==> config.mk <==
export PLATFORM = sky130hd
export DESIGN_NAME = supply_rst_seq
export DESIGN_NICKNAME = d
export VERILOG_FILES = /design/src/rtl/supply_rst_pkg.sv /design/src/rtl/sup_sync_chain.sv /design/src/rtl/sup_settle_timer.sv /design/src/rtl/sup_fsm.sv /design/src/rtl/supply_rst_seq.sv
export SDC_FILE = /design/constraint.sdc
export NUM_CORES = 1
export LEC_CHECK = 0
export BUFFER_PORTS_ARGS = -buffer_cell sky130_fd_sc_hd__buf_2
export CAP_MARGIN = 10
export CORE_MARGIN = 1
export CORE_UTILIZATION = 50
export CTS_CLUSTER_DIAMETER = 200
export DETAILED_ROUTE_END_ITERATION = 12
export GPL_ROUTABILITY_DRIVEN = 0
export PLACE_DENSITY = 0.67
export SETUP_SLACK_MARGIN = 0.5
export SLEW_MARGIN = 20
export SYNTH_ARGS = -nofsm -noshare
export SYNTH_HDL_FRONTEND = slang
export SYNTH_SLANG_ARGS = --single-unit
==> constraint.sdc <==
create_clock -name clk -period 1.75 [get_ports clk]
set_input_delay 0.35 -clock clk [delete_from_list [all_inputs] [get_ports clk]]
set_output_delay 0.35 -clock clk [all_outputs]
set_load 0.005 [all_outputs]
==> src/rtl/supply_rst_pkg.sv <==
package supply_rst_pkg;

  typedef enum logic [1:0] {
    ST_RESET  = 2'd0,
    ST_SETTLE = 2'd1,
    ST_RUN    = 2'd2
  } sup_state_e;

  // Next state from synchronized flags; below has priority over above.
  function automatic sup_state_e sup_next(input sup_state_e cur,
                                          input logic below,
                                          input logic above,
                                          input logic done);
    sup_state_e nxt;
    nxt = cur;
    if (below) begin
      nxt = ST_RESET;
    end else begin
      case (cur)
        ST_RESET:  nxt = above ? ST_SETTLE : ST_RESET;
        ST_SETTLE: nxt = done ? ST_RUN : ST_SETTLE;
        ST_RUN:    nxt = ST_RUN;
        default:   nxt = ST_RESET;
      endcase
    end
    return nxt;
  endfunction

  // Counter width needed for a terminal value of limit-1.
  function automatic int unsigned cnt_width(input int unsigned limit);
    return (limit > 1) ? $clog2(limit) : 1;
  endfunction

endpackage

==> src/rtl/sup_sync_chain.sv <==
module sup_sync_chain #(
  parameter int unsigned     WIDTH   = 1,
  parameter int unsigned     STAGES  = 2,
  parameter logic [WIDTH-1:0] RST_VAL = '0
) (
  input  logic             clk,
  input  logic             arst_n,
  input  logic [WIDTH-1:0] d,
  output logic [WIDTH-1:0] q
);

  logic [WIDTH-1:0] stg [STAGES];

  generate
    for (genvar i = 0; i < STAGES; i++) begin : g_stage
      if (i == 0) begin : g_first
        always_ff @(posedge clk or negedge arst_n) begin
          if (!arst_n) stg[0] <= RST_VAL;
          else         stg[0] <= d;
        end
      end else begin : g_next
        always_ff @(posedge clk or negedge arst_n) begin
          if (!arst_n) stg[i] <= RST_VAL;
          else         stg[i] <= stg[i-1];
        end
      end
    end
  endgenerate

  assign q = stg[STAGES-1];

endmodule

==> src/rtl/sup_settle_timer.sv <==
module sup_settle_timer
  import supply_rst_pkg::*;
#(
  parameter int unsigned LIMIT = 3580000
) (
  input  logic clk,
  input  logic rst_n,
  input  logic run,
  output logic done
);

  localparam int unsigned CW = cnt_width(LIMIT);
  localparam logic [CW-1:0] LAST = CW'(LIMIT - 1);

  logic [CW-1:0] cnt;

  always_ff @(posedge clk or negedge rst_n) begin
    if (!rst_n)      cnt <= '0;
    else if (!run)   cnt <= '0;
    else if (!done)  cnt <= cnt + 1'b1;
  end

  assign done = run && (cnt == LAST);

  AST_CNT_BOUND: assert property (@(posedge clk) disable iff (!rst_n)
    cnt <= LAST) else $error("count past limit");

  AST_CNT_RESTART: assert property (@(posedge clk) disable iff (!rst_n)
    !run |=> (cnt == '0)) else $error("count not restarted");

endmodule

==> src/rtl/sup_fsm.sv <==
module sup_fsm
  import supply_rst_pkg::*;
(
  input  logic       clk,
  input  logic       rst_n,
  input  logic       below_s,
  input  logic       above_s,
  input  logic       done,
  output sup_state_e state_o,
  output logic       settle_o,
  output logic       rst_n_o,
  output logic       pulse_en_o
);

  sup_state_e state;

  always_ff @(posedge clk or negedge rst_n) begin
    if (!rst_n) state <= ST_RESET;
    else        state <= sup_next(state, below_s, above_s, done);
  end

  assign state_o    = state;
  assign settle_o   = (state == ST_SETTLE);
  assign rst_n_o    = (state != ST_RESET);
  assign pulse_en_o = (state == ST_RUN);

  AST_BELOW_FORCES_RESET: assert property (@(posedge clk) disable iff (!rst_n)
    below_s |=> (state == ST_RESET)) else $error("below ignored");

  AST_RISE_TO_SETTLE: assert property (@(posedge clk) disable iff (!rst_n)
    (state == ST_RESET && above_s && !below_s) |=> (state == ST_SETTLE))
    else $error("no release");

  AST_GAP_KEEPS_STATE: assert property (@(posedge clk) disable iff (!rst_n)
    (!below_s && !above_s && state != ST_SETTLE) |=> $stable(state))
    else $error("gap moved state");

  AST_BOTH_HOLD_RESET: assert property (@(posedge clk) disable iff (!rst_n)
    (below_s && above_s) |=> !rst_n_o) else $error("illegal pair released");

  AST_RUN_AFTER_DONE: assert property (@(posedge clk) disable iff (!rst_n)
    $rose(pulse_en_o) |-> $past(done)) else $error("early enable");

  AST_PEN_NEEDS_RST: assert property (@(posedge clk) disable iff (!rst_n)
    pulse_en_o |-> rst_n_o) else $error("enable during reset");

endmodule

==> src/rtl/supply_rst_seq.sv <==
module supply_rst_seq
  import supply_rst_pkg::*;
#(
  parameter int unsigned SETTLE_CYCLES = 3580000,
  parameter int unsigned SYNC_STAGES   = 2
) (
  input  logic clk,
  input  logic mclr_n,
  input  logic sup_above,
  input  logic sup_below,
  output logic rst_n_out,
  output logic pulse_en
);

  // Flag vector layout: bit 1 = above, bit 0 = below.
  localparam logic [1:0] FLAG_SAFE = 2'b01;

  logic       rst_sync_n;
  logic [1:0] flags_s;
  logic       below_s;
  logic       above_s;
  logic       settle;
  logic       done;
  sup_state_e state;

  // Master-clear: asynchronous assert, synchronous release.
  sup_sync_chain #(.WIDTH(1), .STAGES(SYNC_STAGES), .RST_VAL(1'b0)) u_mclr_sync (
    .clk    (clk),
    .arst_n (mclr_n),
    .d      (1'b1),
    .q      (rst_sync_n)
  );

  // Comparator flags, held at "below" while in master-clear.
  sup_sync_chain #(.WIDTH(2), .STAGES(SYNC_STAGES), .RST_VAL(FLAG_SAFE)) u_flag_sync (
    .clk    (clk),
    .arst_n (rst_sync_n),
    .d      ({sup_above, sup_below}),
    .q      (flags_s)
  );

  assign below_s = flags_s[0];
  assign above_s = flags_s[1];

  sup_settle_timer #(.LIMIT(SETTLE_CYCLES)) u_timer (
    .clk   (clk),
    .rst_n (rst_sync_n),
    .run   (settle),
    .done  (done)
  );

  sup_fsm u_fsm (
    .clk        (clk),
    .rst_n      (rst_sync_n),
    .below_s    (below_s),
    .above_s    (above_s),
    .done       (done),
    .state_o    (state),
    .settle_o   (settle),
    .rst_n_o    (rst_n_out),
    .pulse_en_o (pulse_en)
  );

  AST_SETTLE_MATCH: assert property (@(posedge clk) disable iff (!rst_sync_n)
    settle |-> (rst_n_out && !pulse_en && state == ST_SETTLE))
    else $error("settle outputs wrong");

  AST_DONE_ONLY_SETTLE: assert property (@(posedge clk) disable iff (!rst_sync_n)
    done |-> settle) else $error("done outside settle");

endmodule

# == Yosys cells after proc, flatten, opt, wreduce, memory -nomap -nowiden ==
# Cells that the tools add are included.
# op_classes
n_addsub,1
n_mul,0
div,0
magnitude_cmp,0
eq_ne,4
n_shift,0
n_mux,6
n_bitwise,0
n_reduce_logical,3
# ops
op,count
$mux 22,2
$add 22x1->22 const B,1
$eq 22x22->1 const B,1
$pmux 2 s3,1
$mux 2,2
$eq 2x1->1 const B,1
$eq 2x2->1 const B,1
$logic_not 2->1,1
$ne 2x2->1 const B,1
$reduce_bool 2->1,1
$logic_and 1x1->1,1
$mux 1,1
# totals
ff_bits,30
latchBits,0
mem_bits_rw,0
romBits,0
in_bits,4
out_inout_bits,2
elab_cells,20
mem_count,0

# == Longest topological paths before layout ==
# Gate-level depths: netlist of the first run.
# logic_depth
word_depth,5
depth_mapped,6
depth_no_buf,5

# == Modules after synthesis ==
# From an unflattened synthesis of the first run, not the netlist that was laid out.
# hier_totals
hier_cells,141
area_unflattened_um2,1510.2
# modules_own_cells
mod,n_inst,cells_each,area_per_inst_um2,seq_area_each_um2
sup_settle_timer,1,121,1221.2,550.5
sup_fsm,1,11,117.6,50.0
sup_sync_chain (u_flag_sync),1,6,117.6,102.6
sup_sync_chain (u_mclr_sync),1,2,50.0,50.0
supply_rst_seq,1,1,3.8,0.0

# == Worst setup path before layout of the first run ==
# Ideal clock, no wire load.
# synth_timing
path_kind,register to register
startpoint,register u_timer.cnt[0]
endpoint,register u_timer.cnt[18]
setup_ns,0.078
arrival_ns,1.775
required_time_ns,1.672
slack_ns,-0.103
stages_incl_launch_ff,7
n_path_buf,1
synth_period_minus_slack_ns,1.853
path_cell_list,dfrtp_1 ha_1 nand4_1 or4_1 clkbuf_1 or3_1 a21oi_1
# synth_via
elab_chain_len,3
word_cells_on_any_way,6
cone_classes,add/sub (1); eq/ne (2); mux (2); reduce/logical (1)
# synth_lines
element,line_no,source
"start, declared",sup_settle_timer.sv:15,logic [CW-1:0] cnt;
"start signal, assigned",sup_settle_timer.sv:20,else if (!done) cnt <= cnt + 1'b1;
$add 22x1->22 or $eq 22x22->1 (tied branches),"sup_settle_timer.sv:20, sup_settle_timer.sv:23",
$mux 22 or $logic_and 1x1->1 (tied branches),"sup_settle_timer.sv:20, sup_settle_timer.sv:23",
$mux 22 or $ne 2x2->1 (tied branches),-,
# Several ways; a longest one is shown, not always the timed one. The select of a mux whose other input is x is not followed.
# A chain may end at the register's enable or synchronous reset.

# == Worst setup path after layout of the first run ==
# layout_timing
startpoint,register u_timer.cnt[5]
endpoint,register u_timer.cnt[20]
# The elaborated chain is that of the path after synthesis.

==> summary.txt, run 1 <==
Synthesis
  – Synth warnings: 0
  – Seq/Total Area, Yosys: 0.519
  – Post-synth EDFFs: 0
  – Synth cell types: 39
  – Register bit total from synthesis: 30
  – Post-Synthesis Net Count: 150
  – Mapped Area: 1450 um^2
  – Async SR Flop Fraction: 1.00
  – Cells after synthesis: 145
  – Ys flop type: dfrtp_1
  – Mean Syn Cell Area: 10.0 um^2

Timing
  – RSZ-0062 raised after global routing: true
  – Final setup margin: -65.4 ps
  – Minimum clock period after layout: 1820 ps
  – Setup violators final: 4
  – Slew Limit Fails: 0
  – Slew HR: 0.636
  – Final Cycle Share: 1.04
  – Clock Skew: 17.0 ps
  – Fin. Hold Viols: 0
  – Worst-margin pin slew: 545 ps
  – Fmax: 551 MHz

Detailed routing
  – Vias post-DR: 1322
  – Via density: 6.09
  – TritonRoute pass-1 iters: 4
  – Post-route ant nets: 0
  – Routed len/inst: 18.7 um
  – Final WL: 4060 um
  – DRC Markers: 0
  – 1st-iter DRT viols: 53

Power
  – Leakage power: 0.864 nW
  – Overall power: 1.41 mW
  – Maximum VDD drop: 928 uV
  – P per Cell Area: 671 nW/um^2

Run status
  – Failing checks: negative setup slack
  – Outcome: finished with violations

Critical path
  – Critical Path RT: 2020 ps
  – CP endpoint kind: flip-flop
  – Worst Setup Start Kind: flip-flop
  – Crit Path Class: reg -> reg
  – Worst Path Arrival: 2090 ps
  – CP max FO: 7

Layout
  – Storage element area: 756 um^2
  – Nets: 190
  – FILL cells: 184
  – Layout area overhead: 45.0%
  – Multi-input logic area: 897 um^2
  – Share of layout cells above drive strength 1: 0.500
  – Most frequent cells in the layout: buf_4 (26), dfrtp_1 (26), a21oi_2 (9)
  – Antenna fix cells: 0
  – Post-layout instance area: 2100 um^2

Global routing
  – Vias in the first global route: 1309
  – Largest net degree at the start of global routing: 16
  – Grt total ovfl: 0
  – First-pass GRT wire length: 6300 um
  – Antenna violations before repair: 0
  – Total track usage: 0.270

Floorplanning
  – Die Span Y: 55.9 um
  – # IOs: 6
  – Chip width: 55.9 um
  – Initial core utilization: 0.526
  – Die area: 3120 um^2
  – Core Rows: 19
  – Core area: 2760 um^2

Placement
  – Placed inst area: 1630 um^2
  – Port buffer count: 5
  – Post-place setup slack: -116 ps
  – Dpl hpwl: 2200 um

Job
  – MaxCap Viol Count: 0

Clocking
  – Clock sinks: 30
  – Skew-Pair Late Insertion Delay: 350 ps
  – Clk buf depth: 2
  – Clock Tree Root: clkbuf_4
  – H-tree levels: 2
  – Clk slew on worst S/H paths: 110 ps
  – CTS tree: done
  – CTS Buf Count: 5

Worst hold path
  – Hold WC Path Type: in -> reg
report_power, final:
part	total [mW]	internal, mW	switching [mW]
registers	0.724	0.707	0.0167
clock network	0.601	0.341	0.260
logic	0.0866	0.0404	0.0462
total	1.41	1.09	0.323
kinds of logic (layout without fill, tap and decap cells):
kind of cell / Yosys count / in the layout / synth area share
AND/OR/NAND/NOR: 64 / 65 / 0.261
AO/OA/AOI/OAI: 32 / 32 / 0.135
flip-flops: 30 / 30 / 0.519
buffers and inverters: 10 / 50 / 0.0311
XOR/XNOR: 7 / 7 / 0.0423
adder cells (fa/ha/maj): 1 / 1 / 0.00863
other: 1 / 1 / 0.00259
worst paths after layout:
path	from	end	slack (ps)	cells after the start
worst max-delay path	u_timer.cnt[5]	u_timer.cnt[20]	-70	5
worst min-delay path	sup_below	u_flag_sync.stg[2]	100	1
worst max register to register	u_timer.cnt[5]	u_timer.cnt[20]	-70	5
worst min register to register	u_mclr_sync.q	u_timer.cnt[3]	210	0
max in group asynchronous	u_mclr_sync.q	u_timer.cnt[20]	900	1
min in group asynchronous	u_mclr_sync.q	u_timer.cnt[3]	210	0
per-stage QoR:
step	hold WS, ps	std cells	setup TNS [ps]	utilization
after floorplan	54.4	145	-152	-
after global placement	136	192	-35.9	0.591
final	99.5	217	-188	0.763
after CTS	89.1	214	-45.6	0.725
after global routing	96.2	217	-412	0.763
after detailed placement	137	192	-371	0.591
critical path, cell delays in order (launching register included):
cell,delay [ps]
dfrtp_1,380
nand4_1,140
buf_4,200
or4_4,550
or3_4,350
a21oi_2,120
area by class of cell:
| class | count | area share |
|---|---|---|
| timing repair buffer | 37 | 0.146 |
| clock inverter | 1 | 0.0143 |
| sequential | 30 | 0.359 |
| inverter | 5 | 0.00892 |
| clock buffer | 7 | 0.0262 |
| tap | 31 | 0.0184 |
| multi-input combinational | 106 | 0.427 |
routing by layer:
metal	vias up	global-route usage	part of all wire
met2	27	0.458	0.53
met1	670	0.336	0.42
met5	-	0	0
met3	9	0.0488	0.034
met4	0	0.122	0.018
li1	616	-	-
registers in the layout, summed over array words and instances, names as in the netlist:
name / count
u_mclr_sync.stg: 1
u_fsm.state_o: 2
u_mclr_sync.q: 1
u_flag_sync.stg: 2
u_flag_sync.q: 2
u_timer.cnt: 22
Yosys cell counts, drive strengths merged, types with 2 or more instances:
| master | n | area share |
|---|---|---|
| nor4 | 3 | 0.013 |
| nand3 | 6 | 0.029 |
| and4 | 3 | 0.019 |
| o31ai | 3 | 0.016 |
| or4 | 5 | 0.028 |
| nand2b | 2 | 0.0086 |
| nand2 | 10 | 0.026 |
| nor2 | 9 | 0.023 |
| o31a | 2 | 0.014 |
| nor3 | 5 | 0.017 |
| a21oi | 12 | 0.041 |
| a31oi | 2 | 0.0086 |
| nand4 | 7 | 0.030 |
| xor2 | 4 | 0.024 |
| dfstp | 2 | 0.036 |
| o21ai | 8 | 0.028 |
| and2 | 3 | 0.013 |
| dfrtp | 28 | 0.48 |
| or3 | 5 | 0.022 |
| inv | 5 | 0.013 |
| xnor2 | 3 | 0.018 |
| clkbuf | 4 | 0.010 |
what timing repair did:
| action | in CTS | in global routing |
|---|---|---|
| setup buffers | 12 | 3 |
| setup endpoints to repair | 24 | 26 |
| pin swaps | 18 | 10 |
| gates resized for setup | 37 | 19 |
| gates cloned | 1 | 0 |
| hold buffers | 1 | 0 |
| hold endpoints to repair | 2 | 0 |
Note: power is estimated with default switching activity, not from simulation.
==> inputs of run 2 (changes only) <==
==> constraint.sdc (replaced) <==
create_clock -name clk -period 2 [get_ports clk]
set_input_delay 0.4 -clock clk [delete_from_list [all_inputs] [get_ports clk]]
set_output_delay 0.4 -clock clk [all_outputs]
set_load 0.005 [all_outputs]
==> run 2 against run 1 <==
The flow now finishes without violations. Critical path depth unchanged. Clock skew increased by 2.1 ps. Clock power decreased by 15%. Combinational power decreased by 24%. Critical endpoint is now u_timer.cnt[18]. Routed wire length decreased by 7.0%. Sequential power decreased by 12%. Core utilization decreased by 6.0 points. Design area decreased by 7.9%. Die area unchanged. Highest routed layer unchanged. Sequential share of layout area increased by 3.1 points. Hold slack improved by 77 ps. Count of clock-buffer cells in the layout unchanged.
==> summary.txt, run 2 (synthesized netlist as in run 1, its figures left out) <==
Power
  – Maximum VDD drop: 583 uV (-37%)
  – P per Cell Area: 625 nW/um^2 (-7.0%)
  – Leakage power: 0.770 nW (-11%)
  – Overall power: 1.21 mW (-14%)

Timing
  – Clock Skew: 19.1 ps (+2.14 ps)
  – Minimum clock period after layout: 1830 ps (+15.4 ps)
  – Final Cycle Share: 0.915 (-0.122)
  – Slew HR: 0.606 (-0.0303)
  – Setup violators final: 0 (-4)
  – Slew Limit Fails: 0 (unchanged)
  – Setup tns final: 0 ps (+188 ps)
  – Fmax: 546 MHz (-0.84%)
  – Fin. Hold Viols: 0 (unchanged)
  – Worst-margin pin slew: 591 ps (+45.5 ps)
  – RSZ-0062 raised after global routing: true

Floorplanning
  – Die area: 3120 um^2 (unchanged)
  – Core area: 2760 um^2 (unchanged)
  – Chip width: 55.9 um (unchanged)
  – # IOs: 6 (unchanged)
  – Core Rows: 19 (unchanged)
  – Initial core utilization: 0.526 (unchanged)
  – Die Span Y: 55.9 um (unchanged)

Job
  – MaxCap Viol Count: 0 (unchanged)

Critical path
  – CP max FO: 7 (unchanged)
  – Crit Path Class: reg -> reg
  – CP cell instances: ha_2 -> nand4_1 -> or4_4 -> or3_1 -> a21oi_2
  – Critical Path RT: 2280 ps (+260 ps)
  – Worst Setup Start Kind: flip-flop
  – FF-to-FF Start: u_timer.cnt[1]
  – WP buf/inv: 0 (-1)
  – Cell family with most CP delay: simple AND/OR/NAND/NOR gates
  – CP max stage cell: or4_4
  – CP peak stage delay: 540 ps (about the same)
  – RR Endpoint: u_timer.cnt[18]
  – Worst Path Arrival: 2110 ps (+20 ps)
  – Reg2Reg Setup Slack: 170 ps (+230 ps)
  – CP endpoint kind: flip-flop
  – Worst R2R Path Depth: 5 (unchanged)

Layout
  – Max FFs per register: 22 (unchanged)
  – Share of layout cells above drive strength 1: 0.402 (-0.0978)
  – Antenna fix cells: 0 (unchanged)
  – FILL cells: 203 (+10%)
  – Commonest non-fill, non-tap cell in the layout: dfrtp_1
  – Nets: 183 (-3.7%)
  – Layout area overhead: 33.6%
  – Biggest register: u_timer.cnt
  – Multi-input logic area: 785 um^2 (-13%)
  – Storage element area: 757 um^2 (+0.17%)
  – Most frequent cells in the layout: dfrtp_1 (25), buf_4 (19), nand2_1 (9)

Clocking
  – Clk buf depth: 2 (unchanged)
  – H-tree levels: 2 (unchanged)
  – Skew-Pair Late Insertion Delay: 340 ps (about the same)
  – Clk slew on worst S/H paths: 100 ps (about the same)
  – CTS tree: done
  – CTS Buf Count: 5 (unchanged)
  – Clock Tree Root: clkbuf_4
  – Clock sinks: 30 (unchanged)

Detailed routing
  – Post-route ant nets: 0 (unchanged)
  – 1st-iter DRT viols: 66 (+25%)
  – Routed len/inst: 18.0 um (-3.9%)
  – Vias post-DR: 1306 (-1.2%)
  – DRC Markers: 0 (unchanged)
  – Via density: 6.22 (+2.1%)
  – Final WL: 3770 um (-7.0%)
  – TritonRoute pass-1 iters: 4 (unchanged)

Worst hold path
  – Hold WC Path Type: in -> reg
  – Hold Path Origin: sup_below
  – Hold Crit Depth: 1 (unchanged)
  – Hold endpoint: u_flag_sync.stg[2]

Global routing
  – Largest net degree at the start of global routing: 16 (unchanged)
  – Antenna violations before repair: 0 (unchanged)
  – Grt total ovfl: 0 (unchanged)
  – First-pass GRT wire length: 5950 um (-5.5%)
  – Total track usage: 0.252 (-0.0175)
  – Vias in the first global route: 1269 (-3.1%)

Run status
  – Outcome: completed

Placement
  – Dpl hpwl: 2090 um (-4.7%)
  – Port buffer count: 5 (unchanged)
==> run 2: cell types whose count changed in the layout (fill, tap and decap cells not counted), moves of 2 or more <==
cell,before,now
a21oi_1,3,7
a21oi_2,9,5
buf_4,26,19
nand2_1,7,9
nand2_2,2,0
nor3_1,2,5
nor3_4,2,0
or4_1,0,2
or4_4,6,3
==> run 2: area by class of cell <==
cell class | count | area share
Clock buffer | 7 | 0.0284
Clock inverter | 1 | 0.0155
Inverter | 5 | 0.0110
Multi-Input combinational cell | 105 | 0.405
Sequential cell | 30 | 0.391
Tap cell | 31 | 0.0200
Timing Repair Buffer | 31 | 0.130
==> run 2: layer usage <==
metal | global-route usage | share of wire
met4 | 0.111 | 0.021
met1 | 0.320 | 0.45
met3 | 0.0512 | 0.040
met5 | 0 | 0
met2 | 0.420 | 0.49
==> run 2: worst max-delay path by stage <==
| stage | start | to | slack [ps] | depth (start not counted) |
|---|---|---|---|---|
| global placement | u_timer.cnt[0] | u_timer.cnt[20] | 170 | 5 |
| finish | u_timer.cnt[1] | u_timer.cnt[18] | 170 | 5 |
| detailed placement | u_timer.cnt[0] | u_timer.cnt[18] | 120 | 5 |
| floorplan | u_timer.cnt[0] | u_timer.cnt[20] | 220 | 6 |
| CTS | u_timer.cnt[0] | u_timer.cnt[17] | 210 | 5 |
| global route | u_timer.cnt[1] | u_timer.cnt[18] | 100 | 5 |
==> run 2: through the flow <==
stage / setup slack (ps) / area, um^2 / cells / utilization / hold WS [ps]
after floorplan: 216 / 1460 / 145 / - / 104
after global routing: 104 / 1940 / 210 / 0.703 / 159
after global placement: 172 / 1520 / 180 / 0.553 / 185
after detailed placement: 116 / 1520 / 180 / 0.553 / 188
after CTS: 214 / 1860 / 207 / 0.674 / 167
final: 169 / 1940 / 210 / 0.703 / 176
==> run 2: power by group <==
part	internal, mW	switching (mW)
combinational	0.0307	0.0349
clock	0.298	0.213
sequential	0.619	0.0148
==> run 2: repair_timing <==
item                                   4_1_cts  5_1_grt
endpoints found under the hold margin        2        0
pin swaps                                   18       12
gates cloned                                 0        0
hold buffers                                 1        0
setup endpoints to repair                   20       24
setup buffers                               18        3
gates resized for setup                     28       15
